[src/rtl/sdadc_pkg.sv]
// Package: shared constants, command encoding and sequencer state type
// for the sigma-delta serial sequencer.
// Assumes the converter's command byte layout: [7] write-enable (active low),
// [6] read/not-write, [5:3] register address, [2] continuous read, [1:0] zero.
package sdadc_pkg;

    localparam int CMD_W = 8;

    localparam logic [2:0] REG_ADDR_CFG  = 3'd2;
    localparam logic [2:0] REG_ADDR_DATA = 3'd3;

    typedef enum logic [1:0] {
        SEQ_IDLE   = 2'd0,
        SEQ_CFG    = 2'd1,
        SEQ_SETTLE = 2'd2,
        SEQ_READ   = 2'd3
    } seq_state_t;

    // Builds a command byte for a single (non-continuous) register access.
    function automatic logic [CMD_W-1:0] make_cmd(input logic rd, input logic [2:0] addr);
        make_cmd = {1'b0, rd, addr, 1'b0, 2'b00};
    endfunction

endpackage

[src/rtl/sdadc_bit_engine.sv]
// Module: serial bit engine, clock idle high, shift on fall, sample on rise.
// Moves one fixed-length frame of XFER_W bits per go pulse, MSB first.
// Keeps the last RX_W received bits. Assumes go_i is only pulsed while
// the engine is idle, and HALF_DIV >= 1.
module sdadc_bit_engine #(
    parameter int HALF_DIV = 2,
    parameter int XFER_W   = 32,
    parameter int RX_W     = 24
) (
    input  logic              clk,
    input  logic              rst_n,
    input  logic              go_i,
    input  logic [XFER_W-1:0] tx_word_i,
    input  logic              miso_i,
    output logic              sclk_o,
    output logic              mosi_o,
    output logic              done_o,
    output logic [RX_W-1:0]   rx_word_o
);

    localparam int DIV_W = (HALF_DIV > 1) ? $clog2(HALF_DIV) : 1;
    localparam int BIT_W = $clog2(XFER_W + 1);
    localparam logic [DIV_W-1:0] DIV_LAST = DIV_W'(HALF_DIV - 1);

    logic              active;
    logic [DIV_W-1:0]  div_cnt;
    logic [BIT_W-1:0]  bits_left;
    logic [XFER_W-1:0] tx_sh;
    logic [RX_W-1:0]   rx_sh;

    // Frame engine: divides the clock, shifts MOSI on falls, captures MISO on rises.
    always_ff @(posedge clk) begin
        if (!rst_n) begin
            active    <= 1'b0;
            div_cnt   <= '0;
            bits_left <= '0;
            tx_sh     <= '0;
            rx_sh     <= '0;
            sclk_o    <= 1'b1;
            mosi_o    <= 1'b0;
            done_o    <= 1'b0;
        end else begin
            done_o <= 1'b0;
            if (!active) begin
                if (go_i) begin
                    active    <= 1'b1;
                    tx_sh     <= tx_word_i;
                    bits_left <= BIT_W'(XFER_W);
                    div_cnt   <= '0;
                end
            end else if (div_cnt == DIV_LAST) begin
                div_cnt <= '0;
                if (sclk_o) begin
                    sclk_o <= 1'b0;
                    mosi_o <= tx_sh[XFER_W-1];
                    tx_sh  <= {tx_sh[XFER_W-2:0], 1'b0};
                end else begin
                    sclk_o    <= 1'b1;
                    rx_sh     <= {rx_sh[RX_W-2:0], miso_i};
                    bits_left <= bits_left - 1'b1;
                    if (bits_left == BIT_W'(1)) begin
                        active <= 1'b0;
                        done_o <= 1'b1;
                    end
                end
            end else begin
                div_cnt <= div_cnt + 1'b1;
            end
        end
    end

    assign rx_word_o = rx_sh;

    AST_SCLK_LOW_ONLY_ACTIVE: assert property (@(posedge clk) disable iff (!rst_n)
        !sclk_o |-> active) else $error("sclk low outside a frame");
    AST_BITS_NOT_EXHAUSTED: assert property (@(posedge clk) disable iff (!rst_n)
        active |-> (bits_left != '0)) else $error("bit counter underflow");
    AST_DONE_WITH_SCLK_HIGH: assert property (@(posedge clk) disable iff (!rst_n)
        done_o |-> (sclk_o && !active)) else $error("frame ended with clock low");

endmodule

[src/rtl/sdadc_settle_timer.sv]
// Module: settling delay timer. A load pulse captures a count N. After at
// least N further clocks, a single-cycle expired pulse is emitted.
// Assumes load_i is not pulsed again while a countdown is running.
module sdadc_settle_timer #(
    parameter int DLY_W = 24
) (
    input  logic             clk,
    input  logic             rst_n,
    input  logic             load_i,
    input  logic [DLY_W-1:0] count_i,
    output logic             expired_o
);

    logic [DLY_W-1:0] remain;
    logic             armed;

    // Countdown: load, decrement to zero, then pulse expired once.
    always_ff @(posedge clk) begin
        if (!rst_n) begin
            remain    <= '0;
            armed     <= 1'b0;
            expired_o <= 1'b0;
        end else begin
            expired_o <= 1'b0;
            if (load_i) begin
                remain <= count_i;
                armed  <= 1'b1;
            end else if (armed) begin
                if (remain == '0) begin
                    armed     <= 1'b0;
                    expired_o <= 1'b1;
                end else begin
                    remain <= remain - 1'b1;
                end
            end
        end
    end

    AST_EXPIRE_SINGLE: assert property (@(posedge clk) disable iff (!rst_n)
        expired_o |=> !expired_o) else $error("expired held");
    AST_NOT_AT_LOAD: assert property (@(posedge clk) disable iff (!rst_n)
        load_i |=> !expired_o) else $error("expired right after load");

endmodule

[src/rtl/sdadc_spi_seq.sv]
// Module: top-level transaction sequencer for a sigma-delta converter.
// A start pulse opens one chip-select window. Inside it the block runs an
// optional configuration write, a settling wait and a data-register read,
// then releases chip select and presents the result with a one-cycle strobe.
// Assumes the converter returns its result right after the read command byte.
module sdadc_spi_seq
    import sdadc_pkg::*;
#(
    parameter int HALF_DIV = 2,
    parameter int WORD_W   = 24,
    parameter int DLY_W    = 24
) (
    input  logic              clk,
    input  logic              rst_n,
    input  logic              start_i,
    input  logic              cfg_wr_i,
    input  logic [WORD_W-1:0] cfg_word_i,
    input  logic [DLY_W-1:0]  settle_cycles_i,
    output logic [WORD_W-1:0] result_o,
    output logic              result_vld_o,
    output logic              busy_o,
    output logic              spi_cs_n_o,
    output logic              spi_sclk_o,
    output logic              spi_mosi_o,
    input  logic              spi_miso_i
);

    localparam int XFER_W = CMD_W + WORD_W;
    localparam logic [CMD_W-1:0] CMD_CFG_WRITE = make_cmd(1'b0, REG_ADDR_CFG);
    localparam logic [CMD_W-1:0] CMD_DATA_READ = make_cmd(1'b1, REG_ADDR_DATA);

    seq_state_t        state;
    logic              eng_go;
    logic              eng_done;
    logic [XFER_W-1:0] eng_tx;
    logic [WORD_W-1:0] eng_rx;
    logic              tmr_load;
    logic              tmr_expired;
    logic [DLY_W-1:0]  settle_q;

    // Frame engine shared by the configuration write and the data read.
    sdadc_bit_engine #(
        .HALF_DIV (HALF_DIV),
        .XFER_W   (XFER_W),
        .RX_W     (WORD_W)
    ) u_engine (
        .clk       (clk),
        .rst_n     (rst_n),
        .go_i      (eng_go),
        .tx_word_i (eng_tx),
        .miso_i    (spi_miso_i),
        .sclk_o    (spi_sclk_o),
        .mosi_o    (spi_mosi_o),
        .done_o    (eng_done),
        .rx_word_o (eng_rx)
    );

    // Settling wait between chip-select assertion or configuration and the read.
    sdadc_settle_timer #(
        .DLY_W (DLY_W)
    ) u_settle (
        .clk       (clk),
        .rst_n     (rst_n),
        .load_i    (tmr_load),
        .count_i   (settle_q),
        .expired_o (tmr_expired)
    );

    // Transaction sequencer: chip select, phase order, result capture.
    always_ff @(posedge clk) begin
        if (!rst_n) begin
            state        <= SEQ_IDLE;
            spi_cs_n_o   <= 1'b1;
            eng_go       <= 1'b0;
            eng_tx       <= '0;
            tmr_load     <= 1'b0;
            settle_q     <= '0;
            result_o     <= '0;
            result_vld_o <= 1'b0;
        end else begin
            eng_go       <= 1'b0;
            tmr_load     <= 1'b0;
            result_vld_o <= 1'b0;
            unique case (state)
                SEQ_IDLE: begin
                    if (start_i) begin
                        spi_cs_n_o <= 1'b0;
                        settle_q   <= settle_cycles_i;
                        if (cfg_wr_i) begin
                            eng_tx <= {CMD_CFG_WRITE, cfg_word_i};
                            eng_go <= 1'b1;
                            state  <= SEQ_CFG;
                        end else begin
                            tmr_load <= 1'b1;
                            state    <= SEQ_SETTLE;
                        end
                    end
                end
                SEQ_CFG: begin
                    if (eng_done) begin
                        tmr_load <= 1'b1;
                        state    <= SEQ_SETTLE;
                    end
                end
                SEQ_SETTLE: begin
                    if (tmr_expired) begin
                        eng_tx <= {CMD_DATA_READ, {WORD_W{1'b0}}};
                        eng_go <= 1'b1;
                        state  <= SEQ_READ;
                    end
                end
                SEQ_READ: begin
                    if (eng_done) begin
                        result_o     <= eng_rx;
                        result_vld_o <= 1'b1;
                        spi_cs_n_o   <= 1'b1;
                        state        <= SEQ_IDLE;
                    end
                end
                default: state <= SEQ_IDLE;
            endcase
        end
    end

    // Busy covers every cycle between an accepted start and chip-select release.
    always_comb busy_o = (state != SEQ_IDLE);

    AST_NO_SCLK_WHEN_DESELECTED: assert property (@(posedge clk) disable iff (!rst_n)
        !spi_sclk_o |-> !spi_cs_n_o) else $error("clock toggles with cs high");
    AST_SETTLE_CLOCK_QUIET: assert property (@(posedge clk) disable iff (!rst_n)
        (state == SEQ_SETTLE) |-> spi_sclk_o) else $error("clock moved during settle");
    AST_RELEASE_WITH_RESULT: assert property (@(posedge clk) disable iff (!rst_n)
        $rose(spi_cs_n_o) |-> result_vld_o) else $error("cs released without result");
    AST_VALID_ONE_CYCLE: assert property (@(posedge clk) disable iff (!rst_n)
        result_vld_o |=> !result_vld_o) else $error("valid longer than one cycle");
    AST_IDLE_DESELECTED: assert property (@(posedge clk) disable iff (!rst_n)
        !busy_o |-> spi_cs_n_o) else $error("cs low while idle");

endmodule

[config.mk]
export PLATFORM = sky130hd
export DESIGN_NAME = sdadc_spi_seq
export DESIGN_NICKNAME = d
export VERILOG_FILES = /design/src/rtl/sdadc_pkg.sv /design/src/rtl/sdadc_bit_engine.sv /design/src/rtl/sdadc_settle_timer.sv /design/src/rtl/sdadc_spi_seq.sv
export SDC_FILE = /design/constraint.sdc
export NUM_CORES = 1
export LEC_CHECK = 0
export BUFFER_PORTS_ARGS = -buffer_cell sky130_fd_sc_hd__buf_2
export CAP_MARGIN = 20
export CORE_AREA = 3 3 146 148
export CTS_CLUSTER_SIZE = 24
export DETAILED_ROUTE_END_ITERATION = 8
export DIE_AREA = 0 0 149 151
export PLACE_DENSITY = 0.59
export SLEW_MARGIN = 20
export SYNTH_ARGS = -nofsm -noshare
export SYNTH_HDL_FRONTEND = slang
export SYNTH_SLANG_ARGS = --single-unit
[constraint.sdc]
create_clock -name clk -period 3.3 [get_ports clk]
set_input_delay 0 -clock clk [delete_from_list [all_inputs] [get_ports clk]]
set_output_delay 0 -clock clk [all_outputs]
set_load 0.05 [all_outputs]
======== After elaboration in Yosys (flattened, before gate mapping) ========
Index checks and enable logic that the tools add are counted.
storage, ports and cells
  register bits ........................... 179
  output and inout bits ................... 29
  logic and storage cells ................. 107
cells by class
  $add $sub $neg .......................... 3
  equality and inequality tests ........... 13
  muxes and demuxes ....................... 46
  bitwise gates (word level) .............. 5
  reductions and logical operators ........ 21
operators with widths
  operator                                             count
  2-to-1 mux 32 bit                                    7
  2-to-1 mux 24 bit                                    3
  case mux 32 bit (2 select lines)                     1
  logical NOT 24 bit                                   1
  2-to-1 mux 6 bit                                     4
  subtractor 24 x 1 -> 24 bit, second input constant   1
  2-to-1 mux 1 bit                                     22
  AND reduction 3 bit                                  5
  2-to-1 mux 2 bit                                     5
  != test 2 bit, second input constant                 5
  AND reduction 2 bit                                  5
  nonzero test 2 bit                                   5
  != test 2 x 1 -> 1 bit, second input constant        4
  case mux 2 bit (4 select lines)                      1
  AND reduction 4 bit                                  2
  equality test 6 x 1 -> 1 bit, second input constant  1
  case mux 1 bit (2 select lines)                      3
  subtractor 6 x 1 -> 6 bit, second input constant     1
  inverter 1 bit                                       5
  equality test 2 bit, second input constant           2
  OR reduction 4 bit                                   1
  OR reduction 3 bit                                   1
  equality test 2 x 1 -> 1 bit, second input constant  1
  logical NOT 2 bit                                    1
  adder 1 bit, second input constant                   1

======== Logic depth before layout (Yosys ltp) ========
  depth in word-level cells ............... 5
  depth in mapped cells ................... 9
  mapped depth without buffers ............ 7

======== Hierarchy ========
A second synthesis with hierarchy kept.
unflattened totals
  cell total of the unflattened synthesis .. 863
  area total of the unflattened synthesis .. 7736.2 um2
modules (own cells, without submodules)
  module              instances  cells an instance  area each (um2)  sequential area each (um2)
  sdadc_spi_seq       1          375                3228.1           1601.5
  sdadc_bit_engine    1          311                2984.1           1341.3
  sdadc_settle_timer  1          177                1524.0           520.5

======== Least setup slack after synthesis ========
Ideal clock, no wire load.
  path type ............................... register to register
  start ................................... reg u_settle.remain[11]
  end ..................................... reg u_settle.remain[19]
  library setup time ...................... 0.074 ns
  arrival ................................. 2.490 ns
  setup slack ............................. 0.736 ns
  cell stages (with the launch flop) ...... 8
  path buffers ............................ 2
  period minus slack after synthesis ...... 2.564 ns
  path through ............................ dfxtp_1 > or4_4 > or3_1 > clkbuf_2 > or4_1 > clkbuf_2 > or4_1 > a31oi_1
between the ends
  cells in the longest elaborated chain, start to end .. 4
ends and longest elaborated chain
  item                         RTL line                  source
  from (decl)                  sdadc_settle_timer.sv:14  logic [DLY_W-1:0] remain;
  from (signal assigned)       sdadc_settle_timer.sv:26  remain <= count_i;
  from (signal assigned)       sdadc_settle_timer.sv:33  remain <= remain - 1'b1;
  subtractor 24 x 1 -> 24 bit  sdadc_settle_timer.sv:33
  2-to-1 mux 24 bit            sdadc_settle_timer.sv:29  if (remain == '0) begin
  2-to-1 mux 24 bit            sdadc_settle_timer.sv:28  end else if (armed) begin
  2-to-1 mux 24 bit            sdadc_settle_timer.sv:25  if (load_i) begin
Several ways; a longest one is shown, not always the timed one. The select of a mux whose other input is x is not followed.
A chain may end at the register's enable or synchronous reset.

======== Worst setup path in the final report ========
Same ends and word-level chain as after synthesis.

==> flow_metrics.tcl <==
set metrics [dict create \
    violations "negative hold slack" \
    use_met1_pct 18.3 \
    drv_slew 0 \
    initial_core_util_pct 34.7 \
    yosysTopAreaCell "dfxtp_1" \
    fillers 2044 \
    cts_resized 0 \
    p_leak_nw 3.06 \
    core_um2 20200 \
    core.rowCount 52 \
    first_global_vias 5684 \
    pwr_density_cell_nw_per_um2 680 \
    portBuffers 81 \
    regArea_um2 3460 \
    async_flop_share_pct 0 \
    drt_wl_total_um 16200 \
    rsz0062_at_grt "false" \
    place_congestion 0.768 \
    hp-class "input pin to flip-flop" \
    worstHoldEndpoint "u_engine.sclk_o" \
    drt_pass1_iterations 4 \
    layout_common_cells "192 x nand2_1, 173 x dfxtp_1, 125 x a21oi_1, 81 x buf_2, 56 x nor2_1" \
    path_class "flip-flop to flip-flop" \
    root_buffer "clkbuf_16" \
    clock.fmax_mhz 373 \
    h-tree-depth 4 \
    grt_pass1_wl_um 27200 \
    synth-edff-count 0 \
    overflow 0 \
    drc 0 \
    grt_max_degree 78 \
    critPathMaxFanout 7 \
    clk_pin_slew_worst_paths_ns 0.07 \
    cts_sinks 173 \
    vias_per_cell 4.85 \
    wl_per_cell_um 13.2 \
    drv_cap 0 \
    die_w_um 149 \
    hpwl_um 9730 \
    synth_cell_types 44 \
    r2r_start "u_settle.remain[11]" \
    regToRegSetupSlack_ns 0.62 \
    critPathRequiredTime_ns 3.66 \
    utilization_pct 42.9 \
    cts_buffers 17 \
    final_nets 1009 \
    top_usage_layer "met2" \
    ys_warn_count 0 \
    grtUsageTotal_pct 14.8 \
    antenna_found_initial 0 \
    layout_min_cycle_time_ns 2.68 \
    ys_ff_latch 173 \
    start_kind "flip-flop" \
    tightest_slew_ns 0.940 \
    insertion_delay_ns 0.43 \
    syn_nets 911 \
    cp.arrival_ns 3.04 \
    rr_worst_depth 5 \
    drt_iter0_markers 321 \
    power.total_mw 5.88 \
    ant_nets 0 \
    finalSetupViolCount 0 \
    finClkSkew_ns 0.00698 \
    holdWs_ns -0.00424 \
    fin_tns_setup_ns 0 \
    syn-instance-count 850 \
    status "finished with violations" \
    peakVddDrop_v 0.000324 \
    fin_crit_sh_pct 81.2 \
    cts_max_path_buffers 2 \
    synthFlopType "dfxtp_1" \
    hold_viol 1 \
    drive_gt1_share_pct 13.4 \
    syn_area_um2 6990 \
    fp.dieH_um 151 \
    area_growth_pct 23.7 \
    slew_headroom_pct 37.4 \
    pre_cts_slack_ns 0.652 \
    n_antenna_cell 0 \
    multi_input_comb_area_um2 3240 \
    cp-end-kind "flip-flop" \
    ys_top_cells_by_area "dfxtp_1 50%, nand2_1 10%, a21oi_1 8.9%" \
    min_from "rst_n" \
    final_common_cell "nand2_1" \
    ys_seq_area_share_pct 49.5 \
    die-area_um2 22500 \
    tritoncts "done" \
    synth_top_area_share_pct 49.5 \
    vias 5966 \
    met3_usage_pct 3.71 \
    synth.avg_cell_area_um2 8.23 \
    fin_ws_ns 0.620 \
    met2_usage_pct 25.3 \
    rr_endpoint "u_settle.remain[19]" \
    io_pins 82 \
    whs_path_depth 2 \
]
[cells by family after synthesis]
group                      share of synthesized area [%]
xor gates and xnor gates                            1.88
and+or+nand+nor                                     21.5
AOI/OAI and AO/OA                                   17.7
muxes                                               3.88
DFF                                                 49.5
adders and majority gates                           1.43
buffers and inverters                               4.06
[cell type report]
class	count	share of cell area [%]
Clock buffer	20	5.28
Clock inverter	12	1.19
Inverter	13	0.593
Multi-Input combinational cell	602	37.5
Sequential cell	173	40.0
Tap cell	270	3.91
Timing Repair Buffer	141	11.5
[registers in the layout (all words and copies together) (netlist names), 2 cells and up]
name	cells
u_engine.rx_word_o	24
u_engine.bits_left	6
result_o	24
eng_tx	26
u_engine.tx_sh	32
settle_q	24
state	2
u_settle.remain	24
[routing by layer]
layer	share of wire, %	vias up
li1	-	3114
met1	47	2759
met2	50	77
met3	2.7	16
met4	1.2	0
met5	0	-
[cell usage after synthesis, types with 3 or more instances]
cell type / n
nor2_1: 56
xor2_1: 4
nor4_1: 3
mux2i_1: 26
a21oi_1: 125
or2_2: 3
ha_1: 8
clkbuf_1: 54
or4_1: 6
nand3_1: 15
a211oi_1: 34
o31ai_1: 5
xnor2_1: 11
a31oi_1: 10
nand4_1: 3
and2_1: 3
nor3_1: 10
dfxtp_1: 173
nand3b_1: 26
buf_1: 6
inv_1: 12
o21ai_0: 28
or3_1: 10
nand2_1: 192
a2111oi_0: 3
[how the worst max path moves through the flow]
| stage | start | to |
|---|---|---|
| after floorplan | u_settle.remain[11] | u_settle.remain[19] |
| after global placement | u_settle.remain[11] | u_settle.remain[19] |
| after detailed placement | u_settle.remain[11] | u_settle.remain[19] |
| after CTS | u_settle.remain[11] | u_settle.remain[19] |
| after global routing | u_settle.remain[11] | u_settle.remain[19] |
| final | u_settle.remain[11] | u_settle.remain[19] |
[worst max-delay path: stages (launching register included)]
cell and delay (ns):
dfxtp_1 0.35, or4_4 0.57, or3_1 0.41, or4_1 0.68
or4_1 0.45, a31oi_1 0.16
[report_power, final]
group	switching [mW]	internal [mW]	total, mW	leakage (nW)
clock	0.884	1.02	1.91	0.268
combinational	0.901	0.560	1.46	1.39
sequential	0.164	2.35	2.51	1.41
[timing repair]
action,CTS,global route
hold buffers,50,0
endpoints found under the hold margin,52,0
buffers inserted,0,0
[through the flow]
stage / area [um2] / hold slack (ns) / std cells
after floorplan: 6990 / 0.136 / 850
after global placement: 7590 / 0.243 / 1149
after detailed placement: 7590 / 0.251 / 1149
after CTS: 8650 / 0.000575 / 1231
after global routing: 8650 / 0.0171 / 1231
final: 8650 / -0.00424 / 1231
Power figures use the tool's default switching activity.
